--- src/rtl/wdog2_pkg.sv ---
package wdog2_pkg;
  typedef enum logic [2:0] {
    ADDR_PRE1   = 3'd0,
    ADDR_PRE2   = 3'd1,
    ADDR_RELOAD = 3'd2,
    ADDR_LOCK   = 3'd3,
    ADDR_CFG    = 3'd4,
    ADDR_COUNT  = 3'd5
  } regAddr_e;

  typedef enum logic [1:0] {UL_IDLE, UL_HALF, UL_OPEN} unlock_e;
  typedef enum logic [1:0] {ST_FIRST, ST_SECOND, ST_DONE} stage_e;

  localparam int UNLOCK_FIRST  = 'h80;
  localparam int UNLOCK_SECOND = 'h86;
  localparam int RELOAD_BIT    = 8;
  localparam int FLAG_BIT      = 9;

  // control-to-datapath strobes and levels
  typedef struct packed {
    logic reload;
    logic clrFlag;
    logic enable;
    logic timerMode;
    logic fastTick;
    logic rstOutEn;
    logic irqEn;
  } wdStrobe_t;
endpackage

--- src/rtl/wdog2_ctrl.sv ---
module wdog2_ctrl
  import wdog2_pkg::*;
#(
  parameter int DATA_W = 20,
  parameter logic [DATA_W-1:0] PRELOAD_RST = 20'd15360
) (
  input  logic              clk,
  input  logic              sysRstN,
  input  logic              wrEn,
  input  logic [2:0]        addr,
  input  logic [DATA_W-1:0] wrData,
  input  logic [DATA_W-1:0] count,
  input  logic              flag,
  output logic [DATA_W-1:0] rdData,
  output logic [DATA_W-1:0] pre1,
  output logic [DATA_W-1:0] pre2,
  output wdStrobe_t         strobe
);
  localparam int LOCK_W = 3;
  localparam int CFG_W  = 6;

  unlock_e ulState, ulNext;
  logic [LOCK_W-1:0] lockR;
  logic [CFG_W-1:0]  cfgR;
  logic isReloadWr, isPreWr, protWr;

  assign isReloadWr = wrEn && (addr == ADDR_RELOAD);
  assign isPreWr    = wrEn && ((addr == ADDR_PRE1) || (addr == ADDR_PRE2));
  assign protWr     = (isReloadWr || isPreWr) && (ulState == UL_OPEN);

  always_comb begin
    ulNext = ulState;
    unique case (ulState)
      UL_IDLE: if (isReloadWr && wrData == DATA_W'(UNLOCK_FIRST)) ulNext = UL_HALF;
      UL_HALF: if (isReloadWr) ulNext = (wrData == DATA_W'(UNLOCK_SECOND)) ? UL_OPEN : UL_IDLE;
      UL_OPEN: if (isReloadWr || isPreWr) ulNext = UL_IDLE;
      default: ulNext = UL_IDLE;
    endcase
  end

  always_ff @(posedge clk or negedge sysRstN) begin
    if (!sysRstN) begin
      ulState <= UL_IDLE;
      pre1    <= PRELOAD_RST;
      pre2    <= PRELOAD_RST;
      lockR   <= '0;
      cfgR    <= CFG_W'(3);
    end else begin
      ulState <= ulNext;
      if (protWr && addr == ADDR_PRE1) pre1 <= wrData;
      if (protWr && addr == ADDR_PRE2) pre2 <= wrData;
      if (wrEn && addr == ADDR_LOCK && !lockR[0]) lockR <= wrData[LOCK_W-1:0];
      if (wrEn && addr == ADDR_CFG) cfgR <= wrData[CFG_W-1:0];
    end
  end

  always_comb begin
    strobe.reload    = protWr && isReloadWr && wrData[RELOAD_BIT];
    strobe.clrFlag   = protWr && isReloadWr && wrData[FLAG_BIT];
    strobe.enable    = lockR[1];
    strobe.timerMode = lockR[2];
    strobe.fastTick  = cfgR[2];
    strobe.rstOutEn  = !cfgR[5];
    strobe.irqEn     = (cfgR[1:0] != 2'b11);
  end

  always_comb begin
    unique case (addr)
      ADDR_PRE1:   rdData = pre1;
      ADDR_PRE2:   rdData = pre2;
      ADDR_RELOAD: rdData = DATA_W'({flag, 9'd0});
      ADDR_LOCK:   rdData = DATA_W'(lockR);
      ADDR_CFG:    rdData = DATA_W'(cfgR);
      ADDR_COUNT:  rdData = count;
      default:     rdData = '0;
    endcase
  end

  // lock pins the enable on until reset
  assert_lock_holds_enable_R7: assert property (@(posedge clk) disable iff (!sysRstN)
    lockR[0] |=> (lockR[0] && lockR[1]));
  // preload writes without an open unlock leave both preloads alone
  assert_blocked_preload_R2: assert property (@(posedge clk) disable iff (!sysRstN)
    (isPreWr && ulState != UL_OPEN) |=> ($stable(pre1) && $stable(pre2)));
  // an accepted protected write closes the unlock
  assert_single_use_R2: assert property (@(posedge clk) disable iff (!sysRstN)
    (isPreWr && ulState == UL_OPEN) |=> (ulState == UL_IDLE));
endmodule

--- src/rtl/wdog2_dp.sv ---
module wdog2_dp
  import wdog2_pkg::*;
#(
  parameter int DATA_W    = 20,
  parameter int SLOW_LOG2 = 15,
  parameter int FAST_LOG2 = 5,
  parameter logic [DATA_W-1:0] PRELOAD_RST = 20'd15360
) (
  input  logic              clk,
  input  logic              sysRstN,
  input  logic              porN,
  input  wdStrobe_t         strobe,
  input  logic [DATA_W-1:0] pre1,
  input  logic [DATA_W-1:0] pre2,
  output logic [DATA_W-1:0] count,
  output logic              flag,
  output logic              irq,
  output logic              wdRst
);
  stage_e stage;
  logic [SLOW_LOG2-1:0] preCnt;
  logic tick, cntZero, expireWd;

  assign tick = strobe.enable &&
                (strobe.fastTick ? (&preCnt[FAST_LOG2-1:0]) : (&preCnt));
  assign cntZero  = (count == '0);
  assign expireWd = tick && !strobe.reload && stage == ST_SECOND && cntZero && !strobe.timerMode;

  always_ff @(posedge clk or negedge sysRstN) begin
    if (!sysRstN) preCnt <= '0;
    else if (strobe.reload) preCnt <= '0;
    else if (strobe.enable) preCnt <= preCnt + 1'b1;
  end

  always_ff @(posedge clk or negedge sysRstN) begin
    if (!sysRstN) begin
      count <= PRELOAD_RST;
      stage <= ST_FIRST;
      irq   <= 1'b0;
      wdRst <= 1'b0;
    end else if (strobe.reload) begin
      count <= pre1;
      stage <= ST_FIRST;
      irq   <= 1'b0;
    end else if (tick) begin
      unique case (stage)
        ST_FIRST:
          if (cntZero) begin
            stage <= ST_SECOND;
            count <= pre2;
            if (strobe.irqEn) irq <= 1'b1;
          end else count <= count - 1'b1;
        ST_SECOND:
          if (!cntZero) count <= count - 1'b1;
          else if (strobe.timerMode) begin
            stage <= ST_FIRST;
            count <= pre1;
          end else begin
            stage <= ST_DONE;
            if (strobe.rstOutEn) wdRst <= 1'b1;
          end
        default: ;
      endcase
    end
  end

  always_ff @(posedge clk or negedge porN) begin
    if (!porN) flag <= 1'b0;
    else if (expireWd) flag <= 1'b1;
    else if (strobe.clrFlag) flag <= 1'b0;
  end

  // no counting while disabled
  assert_hold_when_off_R8: assert property (@(posedge clk) disable iff (!sysRstN)
    (!strobe.enable && !strobe.reload) |=> $stable(count));
  // reset request is held until a reset
  assert_rst_sticky_R5: assert property (@(posedge clk) disable iff (!sysRstN)
    wdRst |=> wdRst);
  // flag only falls on a clear strobe
  assert_flag_sticky_R6: assert property (@(posedge clk) disable iff (!porN)
    (flag && !strobe.clrFlag) |=> flag);
  // interrupt rises only out of the first stage
  assert_irq_from_first_R4: assert property (@(posedge clk) disable iff (!sysRstN)
    $rose(irq) |-> $past(stage == ST_FIRST));
endmodule

--- src/rtl/wdog2_top.sv ---
module wdog2_top
  import wdog2_pkg::*;
#(
  parameter int DATA_W    = 20,
  parameter int SLOW_LOG2 = 15,
  parameter int FAST_LOG2 = 5,
  parameter logic [DATA_W-1:0] PRELOAD_RST = 20'd15360
) (
  input  logic              clk,
  input  logic              porN,
  input  logic              rstN,
  input  logic              wrEn,
  input  logic [2:0]        addr,
  input  logic [DATA_W-1:0] wrData,
  output logic [DATA_W-1:0] rdData,
  output logic              irq,
  output logic              wdRst
);
  logic sysRstN, flag;
  logic [DATA_W-1:0] pre1, pre2, count;
  wdStrobe_t strobe;

  assign sysRstN = rstN & porN;

  wdog2_ctrl #(.DATA_W(DATA_W), .PRELOAD_RST(PRELOAD_RST)) ctrl_i (
    .clk(clk), .sysRstN(sysRstN), .wrEn(wrEn), .addr(addr), .wrData(wrData),
    .count(count), .flag(flag), .rdData(rdData), .pre1(pre1), .pre2(pre2),
    .strobe(strobe));

  wdog2_dp #(.DATA_W(DATA_W), .SLOW_LOG2(SLOW_LOG2), .FAST_LOG2(FAST_LOG2),
             .PRELOAD_RST(PRELOAD_RST)) dp_i (
    .clk(clk), .sysRstN(sysRstN), .porN(porN), .strobe(strobe),
    .pre1(pre1), .pre2(pre2), .count(count), .flag(flag), .irq(irq),
    .wdRst(wdRst));
endmodule

--- config.mk ---
export PLATFORM = sky130hd
export DESIGN_NAME = wdog2_top
export DESIGN_NICKNAME = d
export VERILOG_FILES = /design/src/rtl/wdog2_pkg.sv /design/src/rtl/wdog2_ctrl.sv /design/src/rtl/wdog2_dp.sv /design/src/rtl/wdog2_top.sv
export SDC_FILE = /design/constraint.sdc
export NUM_CORES = 1
export LEC_CHECK = 0
export BUFFER_PORTS_ARGS = -buffer_cell sky130_fd_sc_hd__buf_2
export CORE_MARGIN = 2
export CORE_UTILIZATION = 26
export DETAILED_ROUTE_END_ITERATION = 6
export HOLD_SLACK_MARGIN = 0.06
export PLACE_DENSITY = 0.43
export REMOVE_ABC_BUFFERS = 1
export SETUP_SLACK_MARGIN = 0.02
export SYNTH_ARGS = -nofsm -noshare
export SYNTH_HDL_FRONTEND = slang
export SYNTH_HIERARCHICAL = 1
export SYNTH_SLANG_ARGS = --single-unit
--- constraint.sdc ---
create_clock -name clk -period 7.1 [get_ports clk]
set_input_delay 2.13 -clock clk [delete_from_list [all_inputs] [get_ports clk]]
set_output_delay 2.13 -clock clk [all_outputs]
set_load 0.02 [all_outputs]
-- After elaboration in Yosys (flattened, before gate mapping)
Cells that the tools add are included.
- flip-flop bits (word level): 91
- input port bits: 27
- output and inout bits: 22
- add/subtract/negate cells: 2
- equality and inequality tests: 17
- muxes and demuxes: 28
- bitwise gates (word level): 4
- reduce and logical (&&, ||, !) cells: 40
- operators by type and width (cell ; count):
    case mux 20 bit (6 select lines) ; 1
    two-way mux 20 bit ; 5
    == test 20 x 8 -> 1 bit (second input constant) ; 2
    case mux 20 bit (2 select lines) ; 1
    two-way mux 15 bit ; 2
    zero test 20 bit ; 1
    subtractor 20 x 1 -> 20 bit (second input constant) ; 1
    two-way mux 2 bit ; 9
    logical AND 1 bit ; 17
    adder 15 x 1 -> 15 bit (second input constant) ; 1
    AND reduction 15 bit ; 1
    nonzero test 2 bit ; 6
    two-way mux 1 bit ; 8
    AND reduction 4 bit ; 2
    == test 3 x 2 -> 1 bit (second input constant) ; 2
    == test 3 bit (second input constant) ; 2
    inequality test 3 x 1 -> 1 bit (second input constant) ; 2
    case mux 2 bit (3 select lines) ; 1
    AND reduction 3 bit ; 2
    AND reduction 6 bit ; 1
    AND reduction 5 bit ; 1
    == test 2 x 1 -> 1 bit (second input constant) ; 2
    zero test 2 bit ; 2
    inequality test 2 x 1 -> 1 bit (second input constant) ; 2
    11 further kinds ; 17

-- Logic depth before layout (Yosys ltp)
Gate-level depths: netlist (run 1).
- depth after elaboration: 13
- mapped depth: 9
- gate-level depth less buffers: 8

-- Hierarchy
The synthesis (run 1) kept the hierarchy.
- modules (own cells, without submodules) (module ; instances ; cells an instance ; area each (sq um)):
    wdog2_ctrl ; 1 ; 219 ; 2790.2
    wdog2_dp ; 1 ; 341 ; 2741.4
    wdog2_top ; 1 ; 1 ; 6.3

-- Least setup slack after synthesis (run 1)
No wires, ideal clock.
- path type: in2out
- start: in addr[0]
- end: out rdData[9]
- arrival time: 3.156 ns
- data required time: 4.970 ns
- setup slack: 1.814 ns
- stages: 5
- buffers on the path: 2
- cells stage by stage: clkbuf_8 -> buf_4 -> and3b_1 -> a21oi_1 -> o21ai_0
- longest elaborated chain between the ends: 2
- elaborated cells between the ends (all ways): 7
- those cells by class: eq/ne (5); mux (1); reduce/logical (1)
- RTL lines (what ; line ; source):
    start, declared ; wdog2_top.sv:13 ; input logic [2:0] addr,
    == test 3 bit (tied with other cells) ; wdog2_ctrl.sv:68 ; unique case (addr)
    case mux 20 bit (6 select lines) * ; wdog2_ctrl.sv:68 ;
    end, declared ; wdog2_top.sv:15 ; output logic [DATA_W-1:0] rdData,
Mark *: on every way between the ends. The rest lies on a longest branch, timed or not.

-- Worst setup path in the final report (run 1)
- start: in addr[2]
- end: out rdData[2]
The elaborated chain is that of the path after synthesis.

==> out/qor.csv, run 1 <==
metric;value;unit
Final HPWL DP;11810;um
post-CTS sizing;0;
GRT Resource Usage Total;0.1570;
DR vias/cell;5.276;
vias;4590;
number of I/O port buffers;48;
cell area after synthesis;5538;um^2
core area;20960;um^2
IR drop worst, VDD;0.1463;mV
Worst EP required;4970;ps
first-pass GRT wire length;26940;um
initial antenna violation count;0;
Setup Total Neg Slack;0;ps
Power Dens Cells;288.2;nW/um^2
Die Width;149.9;um
overall power;1.798;mW
Worst-path clk slew;70;ps
Slew @ Worst Pin;1039;ps
CTS tree;built;
# DRC;0;
finished layout cell area;6238;um^2
# setup viols final;0;
crit path DAT;3730;ps
leakage power;2.708;nW
Ys Warns;6;
vias in the first global route;4591;
Total Wirelength;17230;um
#FFs+latches synth;91;
Synth Area in Compound Gates;0.1216;
DIE AREA;22480;um^2
Synth async-reset ratio;1.000;
top post-synthesis cells by area;dfrtp_1 35%, mux2_2 8.5%, dfstp_2 6.6%;
CTS buffer count;9;
met3 Use GR;0.02530;
maxcap violations;0;
worst skew pair latency;350;ps
Post CTS Setup Buffer Count;0;
H-tree levels;3;
# IOs;49;
Hold Crit Class;register to register;
Routability Congestion;0.8499;
area of placed instances;5947;um^2
Worst Skew;8.283;ps
gr busiest metal;met2;
largest net degree at the start of global routing;77;
DRT iter0 DRCs;473;
Netlist cell types;68;
Hold-fix buffers, CTS;0;
relative slew slack;0.3075;
sequential fraction of the synthesis area;0.4144;
Synth Flop Type;dfrtp_1;
Routed Antenna Nets;0;
root buffer cell;clkbuf_16;
Post-synth EDFFs;0;
Synth Area in Simple Gates;0.2020;
Critical Path Source Type;primary input;
Final Cycle Share;0.8259;
FP Rows;53;
Synth area leader;dfrtp_1;
nets;621;
CP max FO;15;
main combinational cell family by area after synthesis;simple AND/OR/NAND/NOR gates;
Avg Cell Area, Syn;9.871;um^2
placed insts;854;
multiplexer share of the synthesized area;0.1679;
RSZ-0062 raised after global routing;no;
Max Root-Sink Buffers;2;
Final Hold Fails;0;
Starting Density;0.2643;
GRT met2 Usage;0.2368;
Synth Instances;561;
Slew Viols, Final;0;
Cell Count, Final, Fillers Out;870;
CTS Sinks;91;
Wirelength per Cell;19.80;um
layout cells sized above 1;0.2807;
First-pass DRT Iterations;5;
status;finished clean;
min Tclk post-route;5864;ps
chip height;149.9;um
Antenna Cells;0;
Yosys top cell area share;0.3479;
GRT met1 Usage;0.2260;
XOR/XNOR Fraction of Synth Area;0.03321;
critical path endpoint category;output pin;
Max Freq;170.5;MHz
P&R area growth vs syn;12.65;%
hold slack final;478.1;ps
Post-Synth Adder-Cell Area;0.009038;
crit path kind;primary input to output pin;
total gr overflow;0;
-- metal layers --
| layer | routed length (um) | share of wire |
|---|---|---|
| met1 | 8061 | 0.47 |
| met4 | 240 | 0.014 |
| met3 | 1119 | 0.065 |
| met5 | 0 | 0 |
| met2 | 7805 | 0.45 |
-- sequential cells by signal, indices dropped and copies added (netlist names) --
name and flops:
ctrl_i/pre1 20, ctrl_i/pre2 20, dp_i/count 20, dp_i/preCnt 15, ctrl_i/cfgR 6, ctrl_i/lockR 3, ctrl_i/ulState 2, dp_i/stage 2
dp_i/flag 1, dp_i/irq 1, dp_i/wdRst 1
-- cells in the mapped netlist (3+ instances only) --
| master | n |
|---|---|
| and3_1 | 8 |
| and3b_1 | 3 |
| a221oi_1 | 3 |
| mux2_4 | 20 |
| dfstp_2 | 14 |
| buf_6 | 5 |
| xnor2_1 | 13 |
| a31oi_1 | 9 |
| buf_4 | 4 |
| buf_2 | 8 |
| nand2_1 | 67 |
| nor4_1 | 14 |
| o31ai_1 | 6 |
| nor3_1 | 14 |
| a22oi_1 | 3 |
| and2_1 | 9 |
| or3_1 | 10 |
| inv_1 | 15 |
| nand3_1 | 10 |
| mux2_2 | 42 |
| mux4_2 | 4 |
| ha_1 | 4 |
| or4_1 | 3 |
| o21ai_0 | 25 |
| clkbuf_8 | 3 |
| dfrtp_1 | 77 |
| a21oi_1 | 32 |
| clkbuf_1 | 15 |
| mux2i_1 | 4 |
| xor2_1 | 8 |
| nand4_1 | 11 |
| nor2_1 | 50 |
-- path summary, 6_finish.rpt --
| kind | startpoint | end | slack, ps | cells after the start |
|---|---|---|---|---|
| worst max-delay path | addr[2] | rdData[2] | 1240 | 5 |
| worst min-delay path | dp_i/wdRst | dp_i/wdRst | 480 | 1 |
| worst max register to register | dp_i/count[4] | dp_i/count[2] | 4070 | 6 |
| worst min register to register | dp_i/wdRst | dp_i/wdRst | 480 | 1 |
| max in group asynchronous | porN | ctrl_i/pre1[15] | 4050 | 3 |
| min in group asynchronous | porN | dp_i/flag | 1550 | 1 |
-- worst max-delay path, cell delays in order --
cell and delay, ps:
buf_2 220, inv_1 540, mux2_2 410, o22ai_1 220, buf_2 210
-- power by group --
part | switching, mW | internal (mW) | total [mW]
logic | 0.321 | 0.242 | 0.563
registers | 0.127 | 0.630 | 0.757
clock network | 0.211 | 0.267 | 0.478
total | 0.659 | 1.14 | 1.80
-- kinds of logic (layout without fill, tap and decap cells) --
kind of cell,Yosys count,in the layout
AO/OA/AOI/OAI,104,104
XOR/XNOR,21,21
adder cells (fa/ha/maj),4,4
buffers and inverters,52,86
flip-flops,91,91
multiplexers,71,71
AND/OR/NAND/NOR,218,218
-- per-stage QoR --
stage          setup slack, ps  utilization
5_1_grt                   1055       0.2977
4_1_cts                   1212       0.2977
2_1_floorplan             1875            -
6_report                  1236       0.2977
3_3_place_gp              1287       0.2838
3_5_place_dp              1212       0.2838
-- cells in the final DEF, fill, tap and decap left out, types with 3 or more instances in the layout --
master     count
a21oi_1       32
nor4_1        14
dfrtp_1       77
nand2_1       67
o21ai_0       25
or4_1          3
mux2i_1        4
clkbuf_16      9
nor2_1        50
clkbuf_8       3
buf_4          7
and3_1         8
ha_1           4
inv_1         15
mux4_2         4
buf_2         48
and3b_1        3
and2_1         7
xor2_1         8
nand3_1       10
or3_1         10
a221oi_1       3
a31oi_1        9
nor3_1        14
mux2_2        42
xnor2_1       13
o31ai_1        6
nand4_1       11
mux2_4        20
a22oi_1        3
dfstp_2       14
-- area by class of cell --
cell class | count | area, um^2
multi-input cells | 418 | 2959
clock inverters | 3 | 21.27
clock buffers | 13 | 270.3
fillers | 2261 | 14720
inverters | 15 | 56.30
well taps | 275 | 344.1
flip-flops and latches | 91 | 2295
repair buffers | 55 | 292.8
(Power assumes the default switching activity.)
==> inputs of run 2 (changes only) <==
- clock period: 7.1 -> 6.1 ns (I/O delays scaled with it)
==> out/qor.csv, run 2 (same netlist as run 1, synthesis figures left out) <==
metric;value;unit;change
status;finished clean;;
GRT Resource Usage Total;0.1582;;+0.001127
DIE AREA;22480;um^2;unchanged
DR vias/cell;5.207;;-1.3%
CTS tree;built;;
Critical Path Source Type;primary input;;
Wirelength per Cell;19.71;um;-0.44%
relative slew slack;0.3596;;+0.05211
chip height;149.9;um;unchanged
maxcap violations;0;;unchanged
post-CTS sizing;0;;unchanged
Worst Skew;12.62;ps;+4.336 ps
Hold-fix buffers, CTS;0;;unchanged
critical path endpoint category;output pin;;
Hold Crit Class;register to register;;
reg2reg setup slack;3040;ps;-1030 ps
Max Used Layer;met4;;
Slew Viols, Final;0;;unchanged
IR drop worst, VDD;0.1557;mV;+6.5%
Total Wirelength;17170;um;-0.33%
number of I/O port buffers;48;;unchanged
Power Dens Cells;343.1;nW/um^2;+19%
Worst-path clk slew;70;ps;about the same
FP Rows;53;;unchanged
Max Root-Sink Buffers;2;;unchanged
Worst EP required;4270;ps;-700 ps
First-pass DRT Iterations;5;;unchanged
Post CTS Setup Buffer Count;0;;unchanged
Routed Antenna Nets;0;;unchanged
# DRC;0;;unchanged
Final HPWL DP;11900;um;+0.84%
CTS buffer count;9;;unchanged
vias in the first global route;4594;;+0.065%
most frequent cells in the layout;77 x dfrtp_1, 67 x nand2_1, 50 x nor2_1, 48 x buf_2, 42 x mux2_2;;
crit path DAT;3310;ps;-420 ps
Routability Congestion;0.8325;;-2.0%
total gr overflow;0;;unchanged
vias;4535;;-1.2%
WL met3;773;um;-31%
first-pass GRT wire length;26970;um;+0.10%
Antenna Cells;0;;unchanged
crit path kind;primary input to output pin;;
Slew @ Worst Pin;960.6;ps;-78.16 ps
layout cells sized above 1;0.2836;;+0.002885
M1 wire length;8270;um;+2.6%
Die Width;149.9;um;unchanged
initial antenna violation count;0;;unchanged
# setup viols final;0;;unchanged
Final Cycle Share;0.8429;;
P&R area growth vs syn;13.35;%;
Final Hold Fails;0;;unchanged
min Tclk post-route;5142;ps;
post-layout util;0.2996;;+0.001851
CTS Sinks;91;;unchanged
WL met2;7838;um;+0.42%
biggest registers after layout;ctrl_i/pre1 (20), ctrl_i/pre2 (20), dp_i/count (20);;
leakage power;2.724;nW;+0.57%
# IOs;49;;unchanged
Starting Density;0.2643;;unchanged
placed insts;855;;+0.12%
nets;622;;+0.16%
worst skew pair latency;350;ps;about the same
most common cell after layout, fill and taps aside;dfrtp_1;;
root buffer cell;clkbuf_16;;
DRT iter0 DRCs;358;;-24%
RSZ-0062 raised after global routing;no;;
Cell Count, Final, Fillers Out;871;;+0.11%
Setup Total Neg Slack;0;ps;unchanged
CP max FO;19;;+4
core area;20960;um^2;unchanged
Max Freq;194.5;MHz;
largest net degree at the start of global routing;47;;-39%
H-tree levels;3;;unchanged
==> run 2: cell types whose count changed in the layout (fill, tap and decap cells not counted) <==
cell,before,now
inv_6,0,2
clkinvlp_4,1,2
buf_4,7,8
clkbuf_1,1,0
bufinv_16,0,2
clkinv_4,1,0
clkbuf_8,3,0
==> run 2: area by class of cell <==
cell class                      count  area [um^2]
Clock buffer                        9        225.2
Multi-Input combinational cell    418         2959
Tap cell                          275        344.1
Sequential cell                    91         2295
Inverter                           15        56.30
Clock inverter                      7        97.59
Timing Repair Buffer               56        300.3
Fill cell                        2283        14680
==> run 2: power by group <==
part / leakage, nW / switching, mW / internal (mW)
registers: 1.13 / 0.147 / 0.733
clock network: 0.152 / 0.257 / 0.362
logic: 1.44 / 0.372 / 0.282
total: 2.72 / 0.776 / 1.38
==> run 2: per-layer routing <==
metal | track usage | up-vias
met1 | 0.2267 | 2288
li1 | - | 2102
met4 | 0.04953 | 0
met5 | 0 | -
met2 | 0.2420 | 124
met3 | 0.02713 | 21
==> run 2: path summary, 6_finish.rpt <==
check / start / to / cells after the start
min: dp_i/wdRst / dp_i/wdRst / 1
max in group asynchronous: porN / ctrl_i/lockR[0] / 3
max: addr[0] / rdData[2] / 6
min in group asynchronous: porN / dp_i/flag / 1
max reg2reg: dp_i/count[5] / dp_i/count[4] / 6
min reg2reg: dp_i/wdRst / dp_i/wdRst / 1
==> run 2: critical path: stages <==
cell     delay (ps)
buf_2           380
buf_4           330
mux2i_1         120
mux2_2          280
o22ai_1         170
buf_2           200
==> run 2: metrics by stage <==
step	power (mW)	hold WS [ps]	setup slack, ps	cell area (um^2)
2_1_floorplan	1.333	456.9	1475	5306
3_3_place_gp	1.523	452.6	949.0	5954
3_5_place_dp	1.538	455.4	933.6	5954
4_1_cts	2.166	473.5	928.0	6277
5_1_grt	2.283	485.9	817.1	6277
6_report	2.153	474.3	958.1	6277
==> inputs of run 3 (changes only) <==
- ABC_AREA: default -> 1
- clock period: 6.1 -> 5 ns (I/O delays scaled with it)
==> out/qor.csv, run 3 <==
metric;value;unit;change
Avg Cell Area, Syn;6.948;um^2;-30%
fill count;2408;;+5.5%
most frequent cells in the layout;314 x nand2_1, 87 x nand3_1, 77 x dfrtp_1, 70 x nor2_1, 68 x inv_1;;
Wirelength per Cell;15.54;um;-21%
#FFs+latches synth;91;;unchanged
# setup viols final;0;;unchanged
crit path kind;primary input to output pin;;
Final HPWL DP;12370;um;+3.9%
Hold EP;ctrl_i/cfgR[5];;
Synth Instances;823;;+47%
chip height;152.3;um;+1.6%
Slew Viols, Final;0;;unchanged
relative slew slack;0.3505;;-0.009113
Max Root-Sink Buffers;2;;unchanged
largest net degree at the start of global routing;73;;+55%
layout cells sized above 1;0.1412;;-0.1424
Worst-path clk slew;70;ps;about the same
top post-synthesis cells by area;dfrtp_1 34%, nand2_1 21%, nand3_1 7.6%;;
reg2reg setup slack;2140;ps;-900 ps
Min-Delay Path Depth;2;;+1
IR drop worst, VDD;0.1496;mV;-3.9%
Hold Crit Class;register to register;;
sequential fraction of the synthesis area;0.4013;;-0.01306
# IOs;49;;unchanged
Setup Total Neg Slack;0;ps;unchanged
status;finished clean;;
maxcap violations;0;;unchanged
CP max FO;13;;-6
H-tree levels;3;;unchanged
Hold Crit Start;ctrl_i/cfgR[5];;
Synth Flop Type;dfrtp_1;;
biggest registers after layout;ctrl_i/pre1 (20), ctrl_i/pre2 (20), dp_i/count (20);;
CTS buffer count;9;;unchanged
vias;5287;;+17%
post-layout util;0.2954;;-0.004185
r2r worst-path depth;8;;+2
Worst Skew;11.28;ps;-1.337 ps
Hold-fix buffers, CTS;0;;unchanged
Routed Antenna Nets;0;;unchanged
total gr overflow;0;;unchanged
first-pass GRT wire length;28910;um;+7.2%
DRT iter0 DRCs;272;;-24%
crit path DAT;2760;ps;-550 ps
DIE AREA;23190;um^2;+3.2%
number of I/O port buffers;48;;unchanged
Slew @ Worst Pin;974.3;ps;+13.67 ps
DR vias/cell;4.650;;-11%
Total Wirelength;17670;um;+2.9%
leakage power;3.098;nW;+14%
Power Dens Cells;244.7;nW/um^2;-29%
Post-synth top cells;314 x nand2_1, 87 x nand3_1, 77 x dfrtp_1;;
Yosys top cell area share;0.3370;;-0.01096
Routability Congestion;0.8121;;-2.5%
vias in the first global route;5278;;+15%
Netlist cell types;44;;-35%
CTS tree;built;;
Post CTS Setup Buffer Count;0;;unchanged
initial antenna violation count;0;;unchanged
WL met3;496;um;-36%
# DRC;0;;unchanged
Post-synth EDFFs;0;;unchanged
post-CTS sizing;0;;unchanged
Antenna Cells;0;;unchanged
finished layout cell area;6406;um^2;+2.1%
most frequent cell after synthesis;nand2_1;;
P&R area growth vs syn;12.03;%;
Ys Warns;6;;unchanged
Die Width;152.3;um;+1.6%
Synth area leader;dfrtp_1;;
min Tclk post-route;4258;ps;
nets;883;;+42%
RSZ-0062 raised after global routing;no;;
Max Used Layer;met4;;
FP Rows;54;;+1.9%
worst r2r dst;dp_i/count[17];;
R2R Path Start;dp_i/stage[1];;
cell area after synthesis;5718;um^2;+3.3%
worst skew pair latency;360;ps;about the same
First-pass DRT Iterations;5;;unchanged
WL met2;8190;um;+4.5%
area of placed instances;6112;um^2;+2.6%
Max Freq;234.9;MHz;
M1 wire length;8752;um;+5.8%
Critical Path Source Type;primary input;;
CTS Sinks;91;;unchanged
core area;21690;um^2;+3.5%
Final Hold Fails;0;;unchanged
Final Cycle Share;0.8516;;
most common cell after layout, fill and taps aside;nand2_1;;
critical path endpoint category;output pin;;
root buffer cell;clkbuf_16;;
Synth async-reset ratio;1.000;;unchanged
GRT Resource Usage Total;0.1566;;-0.001560
Worst EP required;3500;ps;-770 ps
Starting Density;0.2636;;-0.0006266
-- run 3: changes by cell type after synthesis, moves of 14 or more --
cell	previous run	this run
nor2_1	50	71
o21ai_1	0	34
mux2_4	20	0
mux2_2	42	0
inv_1	15	69
nand3_1	10	87
a21oi_1	32	12
nor4_1	14	0
nand2_1	67	314
-- run 3: metrics by stage --
| step | hold WS (ps) | setup slack (ps) | cells | power (mW) |
|---|---|---|---|---|
| after floorplan | 453.0 | 535.6 | 786 | 0.8235 |
| after global placement | 469.4 | 785.4 | 1121 | 0.8715 |
| after detailed placement | 477.9 | 698.4 | 1121 | 0.8715 |
| after CTS | 496.5 | 695.8 | 1137 | 1.588 |
| after global routing | 509.1 | 596.1 | 1137 | 1.628 |
| final | 490.4 | 742.0 | 1137 | 1.568 |
-- run 3: how the worst max path moves through the flow --
stage / to / cells after the start / start
6_report: rdData[18] / 8 / addr[1]
3_5_place_dp: rdData[18] / 8 / addr[1]
5_1_grt: rdData[18] / 8 / addr[1]
2_1_floorplan: dp_i/count[17] / 11 / addr[2]
4_1_cts: rdData[18] / 8 / addr[1]
3_3_place_gp: rdData[12] / 8 / addr[1]
-- run 3: logic make-up (layout without fill, tap and decap cells) --
kind of cell,count (synthesis),count (layout),synth area share
compound gates,105,105,0.1098
xor+xnor,3,3,0.004596
fa+ha+maj,4,4,0.008753
buf+inv,110,144,0.09234
flops,91,91,0.4013
simple gates,510,510,0.3832
-- run 3: where the power goes --
group | internal [mW] | total [mW] | switching (mW)
Sequential | 0.750 | 0.760 | 0.00919
Combinational | 0.0268 | 0.0947 | 0.0679
Clock | 0.391 | 0.713 | 0.323
-- run 3: critical path: stages --
cell and delay (ps):
buf_2 130, nor2_1 140, nand2_1 60, inv_1 300
buf_4 290, nand2_1 80, nand3_1 80, buf_2 160
-- run 3: cell type report --
class                   count  area [um^2]  share of cell area
inverters                  73        276.5             0.04316
clock inverters             5        61.31            0.009570
well taps                 280        350.3             0.05469
clock buffers              11        232.7             0.03633
flip-flops and latches     91         2295              0.3582
repair buffers             55        292.8             0.04570
multi-input cells         622         2898              0.4523
-- run 3: metal layers --
layer,GRT usage,vias to the layer above
met3,0.02247,13
met4,0.04539,0
li1,-,2691
met5,0,-
met2,0.2548,91
met1,0.2169,2492
